<file path="config.mk">
export PLATFORM = sky130hd
export DESIGN_NAME = pbf_ctl
export DESIGN_NICKNAME = d
export VERILOG_FILES = /design/src/rtl/pbf_pkg.sv /design/src/rtl/pbf_fifo.sv /design/src/rtl/pbf_stat.sv /design/src/rtl/pbf_ctl.sv
export SDC_FILE = /design/constraint.sdc
export NUM_CORES = 1
export LEC_CHECK = 0
export ABC_AREA = 1
export BUFFER_PORTS_ARGS = -buffer_cell sky130_fd_sc_hd__buf_4
export CAP_MARGIN = 30
export CORE_ASPECT_RATIO = 0.8
export CORE_MARGIN = 4
export CORE_UTILIZATION = 50
export DETAILED_ROUTE_END_ITERATION = 12
export PLACE_DENSITY_LB_ADDON = 0.15
export SLEW_MARGIN = 20
export SYNTH_ARGS = -nofsm -noshare
export SYNTH_HDL_FRONTEND = slang
export SYNTH_HIERARCHICAL = 1
export SYNTH_SLANG_ARGS = --single-unit
</file>
<file path="constraint.sdc">
create_clock -name clk -period 1.8 [get_ports clk]
set_input_delay 0.09 -clock clk [delete_from_list [all_inputs] [get_ports clk]]
set_output_delay 0.09 -clock clk [all_outputs]
set_load 0.005 [all_outputs]
</file>
<file path="src/rtl/pbf_pkg.sv">
package pbf_pkg;

    // control register layout, MSB first
    typedef struct packed {
        logic rx_purge;
        logic tx_purge;
        logic rx_pair;
        logic tx_pair;
        logic no_stall;
    } ctl_t;

    localparam int CTL_W = $bits(ctl_t);

    localparam logic [1:0] ADDR_CTL = 2'd0;
    localparam logic [1:0] ADDR_TXD = 2'd1;
    localparam logic [1:0] ADDR_RXD = 2'd2;

endpackage

</file>
<file path="src/rtl/pbf_fifo.sv">
module pbf_fifo #(
    parameter int DATA_W = 8,
    parameter int DEPTH  = 2,
    localparam int PTR_W = (DEPTH > 1) ? $clog2(DEPTH) : 1,
    localparam int CNT_W = $clog2(DEPTH + 1)
) (
    input  logic              clk,
    input  logic              rst_n,
    input  logic              clear,
    input  logic              push,
    input  logic [DATA_W-1:0] push_data,
    input  logic              pop,
    output logic [DATA_W-1:0] pop_data,
    output logic [CNT_W-1:0]  count
);

    typedef struct packed {
        logic [DEPTH-1:0][DATA_W-1:0] mem;
        logic [PTR_W-1:0]             rd;
        logic [PTR_W-1:0]             wr;
        logic [CNT_W-1:0]             cnt;
    } fifo_st_t;

    fifo_st_t st_d, st_q;
    logic     do_push, do_pop;

    function automatic logic [PTR_W-1:0] bump(input logic [PTR_W-1:0] p);
        return (p == PTR_W'(DEPTH - 1)) ? '0 : p + 1'b1;
    endfunction

    always_comb begin
        st_d    = st_q;
        do_pop  = pop && (st_q.cnt != '0);
        do_push = push && ((st_q.cnt != CNT_W'(DEPTH)) || do_pop);
        if (clear) begin
            st_d.rd  = '0;
            st_d.wr  = '0;
            st_d.cnt = '0;
        end else begin
            if (do_push) begin
                st_d.mem[st_q.wr] = push_data;
                st_d.wr           = bump(st_q.wr);
            end
            if (do_pop) begin
                st_d.rd = bump(st_q.rd);
            end
            case ({do_push, do_pop})
                2'b10:   st_d.cnt = st_q.cnt + 1'b1;
                2'b01:   st_d.cnt = st_q.cnt - 1'b1;
                default: st_d.cnt = st_q.cnt;
            endcase
        end
    end

    always_ff @(posedge clk or negedge rst_n) begin
        if (!rst_n) st_q <= '0;
        else        st_q <= st_d;
    end

    assign pop_data = st_q.mem[st_q.rd];
    assign count    = st_q.cnt;

endmodule

</file>
<file path="src/rtl/pbf_stat.sv">
module pbf_stat #(
    parameter bit IS_TX = 1'b0,
    parameter int CNT_W = 2
) (
    input  logic [CNT_W-1:0] count,
    input  logic             purge,
    input  logic             pair,
    output logic [1:0]       level,
    output logic             irq
);

    logic none_held, both_held, raw_irq;

    assign none_held = (count == '0);
    assign both_held = (count == CNT_W'(2));
    assign level     = purge ? 2'b00 : {both_held, !none_held};

    generate
        if (IS_TX) begin : g_tx
            // free slots drive the request
            assign raw_irq = pair ? none_held : !both_held;
        end else begin : g_rx
            // held bytes drive the request
            assign raw_irq = pair ? both_held : !none_held;
        end
    endgenerate

    assign irq = raw_irq && !purge;

endmodule

</file>
<file path="src/rtl/pbf_ctl.sv">
module pbf_ctl
    import pbf_pkg::*;
#(
    parameter int DATA_W = 8
) (
    input  logic              clk,
    input  logic              rst_n,
    input  logic              host_req,
    input  logic              host_we,
    input  logic [1:0]        host_addr,
    input  logic [DATA_W-1:0] host_wdata,
    output logic [DATA_W-1:0] host_rdata,
    output logic              host_ready,
    output logic              tx_byte_avail,
    output logic [DATA_W-1:0] tx_byte,
    input  logic              tx_byte_take,
    input  logic              rx_byte_put,
    input  logic [DATA_W-1:0] rx_byte,
    output logic              rx_byte_block,
    output logic [1:0]        tx_level,
    output logic [1:0]        rx_level,
    output logic              tx_irq,
    output logic              rx_irq,
    output logic              tx_overflow
);

    localparam int DEPTH = 2;
    localparam int CNT_W = $clog2(DEPTH + 1);

    typedef struct packed {
        ctl_t ctl;
        logic ovf;
    } top_st_t;

    top_st_t st_d, st_q;

    logic [CNT_W-1:0]  tx_cnt, rx_cnt;
    logic [DATA_W-1:0] rx_head;
    logic              wr_ctl, wr_tx, rd_rx, rd_ctl;
    logic              tx_room, rx_has;
    logic              tx_push, rx_pop, ovf_evt;
    logic [CTL_W-1:0]  ctl_bits;

    assign ctl_bits = st_q.ctl;

    assign wr_ctl = host_req && host_we && (host_addr == ADDR_CTL);
    assign rd_ctl = host_req && !host_we && (host_addr == ADDR_CTL);
    assign wr_tx  = host_req && host_we && (host_addr == ADDR_TXD);
    assign rd_rx  = host_req && !host_we && (host_addr == ADDR_RXD);

    // a purging transmit side swallows writes, so it always has room
    assign tx_room = st_q.ctl.tx_purge || (tx_cnt != CNT_W'(DEPTH));
    assign rx_has  = !st_q.ctl.rx_purge && (rx_cnt != '0);

    always_comb begin
        host_ready = 1'b1;
        host_rdata = '0;
        if (wr_tx) begin
            host_ready = tx_room || st_q.ctl.no_stall;
        end else if (rd_rx) begin
            host_ready = rx_has || st_q.ctl.no_stall;
            host_rdata = rx_has ? rx_head : '0;
        end else if (rd_ctl) begin
            host_rdata = DATA_W'(ctl_bits);
        end
    end

    assign tx_push = wr_tx && !st_q.ctl.tx_purge && (tx_cnt != CNT_W'(DEPTH));
    assign ovf_evt = wr_tx && st_q.ctl.no_stall && !tx_room;
    assign rx_pop  = rd_rx && rx_has;

    assign tx_byte_avail = !st_q.ctl.tx_purge && (tx_cnt != '0);
    assign rx_byte_block = st_q.ctl.rx_purge || (rx_cnt == CNT_W'(DEPTH));

    always_comb begin
        st_d = st_q;
        if (wr_ctl) begin
            st_d.ctl = ctl_t'(host_wdata[CTL_W-1:0]);
        end
        if (st_q.ctl.tx_purge) begin
            st_d.ovf = 1'b0;
        end else if (ovf_evt) begin
            st_d.ovf = 1'b1;
        end
    end

    always_ff @(posedge clk or negedge rst_n) begin
        if (!rst_n) st_q <= '0;
        else        st_q <= st_d;
    end

    assign tx_overflow = st_q.ovf;

    pbf_fifo #(.DATA_W(DATA_W), .DEPTH(DEPTH)) u_tx_fifo (
        .clk       (clk),
        .rst_n     (rst_n),
        .clear     (st_q.ctl.tx_purge),
        .push      (tx_push),
        .push_data (host_wdata),
        .pop       (tx_byte_take && tx_byte_avail),
        .pop_data  (tx_byte),
        .count     (tx_cnt)
    );

    pbf_fifo #(.DATA_W(DATA_W), .DEPTH(DEPTH)) u_rx_fifo (
        .clk       (clk),
        .rst_n     (rst_n),
        .clear     (st_q.ctl.rx_purge),
        .push      (rx_byte_put && !rx_byte_block),
        .push_data (rx_byte),
        .pop       (rx_pop),
        .pop_data  (rx_head),
        .count     (rx_cnt)
    );

    pbf_stat #(.IS_TX(1'b1), .CNT_W(CNT_W)) u_tx_stat (
        .count (tx_cnt),
        .purge (st_q.ctl.tx_purge),
        .pair  (st_q.ctl.tx_pair),
        .level (tx_level),
        .irq   (tx_irq)
    );

    pbf_stat #(.IS_TX(1'b0), .CNT_W(CNT_W)) u_rx_stat (
        .count (rx_cnt),
        .purge (st_q.ctl.rx_purge),
        .pair  (st_q.ctl.rx_pair),
        .level (rx_level),
        .irq   (rx_irq)
    );

endmodule

</file>
==> impl_metrics.tcl, run 1 <==
set metrics [dict create \
    status "finished clean" \
    setup_ws_ns 0.181 \
    pin_count 50 \
    first_pass_iters 5 \
    cp-end-kind "register" \
    drv_slew 0 \
    synthArstFlopShare_pct 100 \
    cp.arrival_ns 1.82 \
    ys_seq_area_share_pct 43.2 \
    tns_ns 0 \
    synthTopCellsByCount "nand2_1 (115), dfrtp_1 (46), inv_1 (46)" \
    yosysTopAreaCell "dfrtp_1" \
    critPathRequiredTime_ns 2.00 \
    wirelength_um 5630 \
    viasPerCell 4.81 \
    syn_nets 358 \
    fin_skew_ns 0.00735 \
    routabilityCongestion 0.816 \
    clk_pin_slew_ns 0.09 \
    grt_pass1_vias 2081 \
    drcViolationCount 0 \
    synth_top_flop_cell "dfrtp_1" \
    cts_made_buffers 5 \
    place_ws_ns 0.0399 \
    initial_core_util_pct 52.4 \
    finalCritPeriodShare_pct 90.0 \
    insertion_delay_ns 0.30 \
    port_buffers 49 \
    grtUsageTotal_pct 18.5 \
    hpwl_um 3970 \
    hold_violations 0 \
    placement.cell_area_um2 3100 \
    grt_setup_unrepaired "no" \
    worst_pin_slew_ns 0.584 \
    worstSetupStartpointType "register" \
    finalInstanceArea_um2 3280 \
    die-width_um 89.7 \
    die_height_um 73.3 \
    p_leak_nw 1.80 \
    ctsHtreeMaxLevel 2 \
    crit_fanout 15 \
    synthDistinctLibCells 24 \
    final_util_pct 64.4 \
    syn-cell-area_um2 2670 \
    cts_root_buf "clkbuf_8" \
    max_freq_ghz 0.618 \
    rrSetupSlack_ns 0.18 \
    nets 418 \
    synthTopCellsByArea "dfrtp_1 (43%), nand2_1 (16%), o21ai_2 (11%), inv_1 (6.5%), nand3_1 (3.9%)" \
    path_class "reg -> reg" \
    ctsLongestPathBuffers 2 \
    cts_tree "done" \
    fillers 478 \
    drtAntennaViolNets 0 \
    overflow 0 \
    final_cells 457 \
    worst_ir_drop_vdd_mv 0.621 \
    routed-via-count 2199 \
    diodes 0 \
    min_path_type "in -> reg" \
    netlist_instances 334 \
    initialDrtViolationCount 132 \
    yosys_register_bits 46 \
    powerDensity_nw_per_um2 904 \
    power_mw 2.97 \
    avgSynthCellArea_um2 7.99 \
    rows 23 \
    wire_per_inst_um 12.3 \
    finalCriticalPeriod_ns 1.62 \
    synth_top_area_share_pct 43.2 \
    grt_pass1_wl_um 9520 \
    syn2layout_area_growth_pct 23.0 \
    clock_sinks 46 \
    hold_ws_ns 0.0557 \
    synth_most_common_cell "nand2_1" \
    synth-edff-count 0 \
    cap_violations 0 \
    coreArea_um2 5090 \
    slew_headroom_pct 61.1 \
    ys_warn_count 6 \
    drive_above_1_share_pct 32.4 \
    die_area_um2 6580 \
    grt_max_degree 47 \
    place_inst 445 \
    antenna_found_initial 0 \
    setup_viol 0 \
]
flip-flops by register name, summed over array words and instances (netlist names):
signal / count
ctl_bits: 5
tx_overflow: 1
u_rx_fifo/count: 2
u_rx_fifo/st_q: 18
u_tx_fifo/count: 2
u_tx_fifo/st_q: 18
per-layer routing:
metal  track usage, %  part of all wire (%)
met5                0                     0
met3             3.25                   5.2
met4             5.12                  0.99
met2             26.1                    42
met1             29.0                    51
cell usage in the layout, fill, tap and decap left out, types with 3 or more instances in the layout:
master,count
a21oi_1,5
buf_4,59
clkbuf_8,5
dfrtp_1,46
inv_1,45
inv_2,5
nand2_1,115
nand2_2,6
nand3_1,21
nand3_4,5
nand4_1,5
nor2_1,18
nor2_2,3
o21ai_0,3
o21ai_1,4
o21ai_2,32
worst paths after layout:
path	cells past startpoint	startpoint	to
min in group asynchronous	2	rst_n	u_rx_fifo/st_q[9]$_DFFE_PN0P_
max in group asynchronous	2	rst_n	u_tx_fifo/st_q[14]$_DFFE_PN0P_
min reg2reg	2	u_rx_fifo/st_q[14]$_DFFE_PN0P_	u_rx_fifo/st_q[14]$_DFFE_PN0P_
min	3	host_wdata[2]	ctl_bits[2]$_DFFE_PN0P_
max reg2reg	11	ctl_bits[4]$_DFFE_PN0P_	u_rx_fifo/st_q[18]$_DFFE_PN0P_
max	11	ctl_bits[4]$_DFFE_PN0P_	u_rx_fifo/st_q[18]$_DFFE_PN0P_
worst max-delay path: stages, from the launching register on:
cell,delay [ns]
dfrtp_1,0.39
inv_1,0.08
o21ai_1,0.11
inv_2,0.13
nand2_4,0.08
inv_1,0.12
inv_2,0.07
nand3_4,0.13
nand4_4,0.11
buf_12,0.17
nand2_1,0.08
o21ai_2,0.05
kinds of logic after synthesis:
kind of cell | synth area share (%)
AOI/OAI and AO/OA | 12.8
buffers and inverters | 10.5
and+or+nand+nor | 33.6
DFF | 43.2
final cells by class:
type / count / area (um^2) / share of cell area (%)
Multi-Input combinational cell: 227 / 1250 / 38.1
Sequential cell: 46 / 1150 / 35.1
Timing Repair Buffer: 62 / 493 / 15.0
Inverter: 52 / 195 / 5.95
Tap cell: 62 / 77.6 / 2.36
Clock buffer: 5 / 68.8 / 2.10
Clock inverter: 3 / 43.8 / 1.33
report_power, final:
part           internal, mW  switching, mW  total, mW  leakage (nW)
combinational         0.363          0.487      0.850          1.13
clock                 0.416          0.361      0.778        0.0585
sequential             1.22          0.117       1.34         0.612
total                  2.00          0.965       2.97          1.80
timing repair:
action | CTS | global route
resized for setup | 0 | 2
endpoints found under the hold margin | 46 | 0
buffers inserted | 0 | 2
setup endpoints to repair | 0 | 32
hold buffers | 1 | 0
Note: power is estimated with default switching activity, not from simulation.
==> run 2, diff against run 1 <==
--- a/config.mk
+++ b/config.mk
@@ -5,12 +5,11 @@
 export SDC_FILE = /design/constraint.sdc
 export NUM_CORES = 1
 export LEC_CHECK = 0
-export ABC_AREA = 1
 export BUFFER_PORTS_ARGS = -buffer_cell sky130_fd_sc_hd__buf_4
 export CAP_MARGIN = 30
 export CORE_ASPECT_RATIO = 0.8
 export CORE_MARGIN = 4
-export CORE_UTILIZATION = 50
+export CORE_UTILIZATION = 49
 export DETAILED_ROUTE_END_ITERATION = 12
 export PLACE_DENSITY_LB_ADDON = 0.15
 export SLEW_MARGIN = 20
==> impl_metrics.tcl, run 2 <==
set metrics [dict create \
    cp.arrival_ns 2.10 \
    path_class "reg -> reg" \
    fillers 344 \
    die_area_um2 6150 \
    port_buffers 49 \
    routed-via-count 1776 \
    final_cell_mix "buf_4 (72), dfrtp_1 (41), mux2_4 (32)" \
    synthTopCellsByCount "dfrtp_1 (46), mux2_2 (37), mux2_4 (16)" \
    status "finished, violations left" \
    worst_pin_slew_ns 0.573 \
    max_freq_ghz 0.526 \
    worstSetupStartpointType "register" \
    hpwl_um 3960 \
    place_inst 316 \
    routabilityCongestion 0.801 \
    drv_slew 0 \
    syn-cell-area_um2 2420 \
    worst_ir_drop_vdd_mv 0.540 \
    synth-edff-count 0 \
    combPwrFrac_pct 38.2 \
    die_height_um 70.9 \
    drcViolationCount 0 \
    antenna_found_initial 0 \
    die-width_um 86.7 \
    final_util_pct 71.6 \
    viasPerCell 5.32 \
    synthDistinctLibCells 37 \
    wire_per_inst_um 17.1 \
    diodes 0 \
    drive_above_1_share_pct 62.0 \
    finalCriticalPeriod_ns 1.90 \
    setup_ws_ns -0.102 \
    grt_pass1_wl_um 9000 \
    grt_max_degree 47 \
    cts_root_buf "clkbuf_8" \
    grt_pass1_vias 1754 \
    worstPathCellList "and3b_1, nor3b_4, inv_2, or4_4, mux2_4" \
    final_common_cell "buf_4" \
    ys_warn_count 6 \
    synth_top_area_share_pct 47.5 \
    drtAntennaViolNets 0 \
    slew_headroom_pct 61.8 \
    syn_nets 215 \
    cts_made_buffers 5 \
    cp_slowest_stage_delay_ns 0.56 \
    avgSynthCellArea_um2 12.7 \
    r2r_cells 5 \
    p_leak_nw 1.61 \
    coreArea_um2 4680 \
    internal_power_mw 2.54 \
    synth_most_common_cell "dfrtp_1" \
    critical_path.slowest_cell "or4_4" \
    min_path_type "in -> reg" \
    wirelength_um 5700 \
    ys_seq_area_share_pct 47.5 \
    first_pass_iters 4 \
    fin_skew_ns 0.00544 \
    p_switching_mw 1.06 \
    yosys_register_bits 46 \
    violations "negative setup slack" \
    overflow 0 \
    grtUsageTotal_pct 18.9 \
    nets 297 \
    finalCritPeriodShare_pct 106 \
    setup_viol 33 \
    clk_pin_slew_ns 0.09 \
    clkPwrFrac_pct 17.9 \
    yosysTopAreaCell "dfrtp_1" \
    holdPathStages 2 \
    final_cells 334 \
    ctsHtreeMaxLevel 2 \
    critPathRequiredTime_ns 2.00 \
    crit_family "simple AND/OR/NAND/NOR gates" \
    insertion_delay_ns 0.30 \
    netlist_instances 191 \
    power_frac_seq_pct 44.0 \
    cap_violations 0 \
    clock_sinks 46 \
    synth_top_flop_cell "dfrtp_1" \
    path_buf_inv 1 \
    hold_violations 0 \
    crit_fanout 5 \
    syn2layout_area_growth_pct 38.1 \
    ctsLongestPathBuffers 2 \
    tns_ns -1.85 \
    cp-end-kind "register" \
    pin_count 50 \
    initial_core_util_pct 51.8 \
    grt_setup_unrepaired "yes" \
    synthArstFlopShare_pct 100 \
    initialDrtViolationCount 69 \
    critical_path_depth 5 \
    cts_tree "done" \
    powerDensity_nw_per_um2 1070 \
    switching_share_pct 29.4 \
    synthTopCellsByArea "dfrtp_1 (47%), mux2_2 (17%), mux2_4 (9.9%), nor2_1 (2.0%), a22o_1 (1.8%)" \
    rows 22 \
]
-- run 2: cell types whose count changed after synthesis, moves of 5 or more --
cell,previous run,this run
a22o_1,0,5
inv_1,46,5
mux2_2,0,37
mux2_4,0,16
nand2_1,115,6
nand2_2,6,0
nand3_1,21,0
nand3_4,5,0
nor2_1,18,13
nor2b_1,0,6
o21ai_2,32,0
-- run 2: cell families after synthesis --
| logic type | after synthesis | share of synthesized area [%] |
|---|---|---|
| mux | 55 | 27.9 |
| simple gates | 52 | 13.6 |
| flops | 46 | 47.5 |
| compound gates | 21 | 6.71 |
| buf+inv | 15 | 3.56 |
| xor+xnor | 2 | 0.723 |
-- run 2: worst register-to-register path: stages (launching register included) --
cell     delay [ns]
dfrtp_2        0.40
and3b_1        0.22
nor3b_4        0.21
inv_2          0.07
or4_4          0.56
mux2_4         0.33
-- run 2: area by class of cell --
type / instances / area, um^2 / share of cell area (%)
flip-flops and latches: 46 / 1160 / 34.6
repair buffers: 81 / 649 / 19.4
clock inverters: 3 / 21.3 / 0.635
well taps: 60 / 75.1 / 2.24
inverters: 7 / 26.3 / 0.784
clock buffers: 5 / 68.8 / 2.05
multi-input cells: 132 / 1350 / 40.3
-- run 2: through the flow --
stage | hold WS (ns) | setup WS, ns | instance area (um^2) | power [mW]
finish | 0.0192 | -0.102 | 3350 | 3.59
global route | 0.00981 | -0.171 | 3350 | 3.79
CTS | 0.0101 | -0.0926 | 3280 | 3.53
detailed placement | 0.132 | -0.176 | 3060 | 2.81
global placement | 0.126 | -0.144 | 3060 | 2.75
floorplan | -0.206 | -0.426 | 2490 | 2.32
-- run 2: what timing repair did --
| action | 4_1_cts | 5_1_grt |
|---|---|---|
| gates cloned | 2 | 0 |
| gates resized for setup | 21 | 12 |
| pin swaps | 7 | 2 |
| endpoints found under the hold margin | 46 | 0 |
| setup endpoints to repair | 37 | 37 |
| hold buffers | 1 | 0 |
| setup buffers | 3 | 5 |
-- run 2: routing by layer --
layer | GRT usage, % | up-vias | part of all wire, % | wire length (um)
li1 | - | 851 | - | -
met1 | 28.3 | 863 | 50 | 2840
met2 | 27.6 | 58 | 44 | 2530
met3 | 4.77 | 4 | 5.3 | 301
met4 | 4.67 | 0 | 0.51 | 29
met5 | 0 | - | 0 | 0
-- run 2: path summary, 6_finish.rpt --
| kind | start | endpoint | slack (ns) |
|---|---|---|---|
| worst max-delay path | ctl_bits[3]$_DFFE_PN0P_ | u_tx_fifo/st_q[8]$_DFFE_PN0P_ | -0.10 |
| worst min-delay path | rx_byte[7] | u_rx_fifo/st_q[19]$_DFFE_PN0P_ | 0.02 |
| worst max register to register | ctl_bits[3]$_DFFE_PN0P_ | u_tx_fifo/st_q[8]$_DFFE_PN0P_ | -0.10 |
| worst min register to register | u_tx_fifo/st_q[12]$_DFFE_PN0P_ | u_tx_fifo/st_q[12]$_DFFE_PN0P_ | 0.51 |
| max in group asynchronous | rst_n | ctl_bits[4]$_DFFE_PN0P_ | 1.06 |
| min in group asynchronous | rst_n | u_tx_fifo/count[1]$_DFFE_PN0P_ | 0.32 |
-- run 2: power groups by stage --
stage,sequential [mW],combinational [mW],clock [mW]
5_1_grt,1.61,1.48,0.696
3_3_place_gp,1.56,1.19,0
6_report,1.58,1.37,0.642
3_5_place_dp,1.58,1.23,0
2_1_floorplan,1.53,0.795,0
4_1_cts,1.57,1.30,0.658
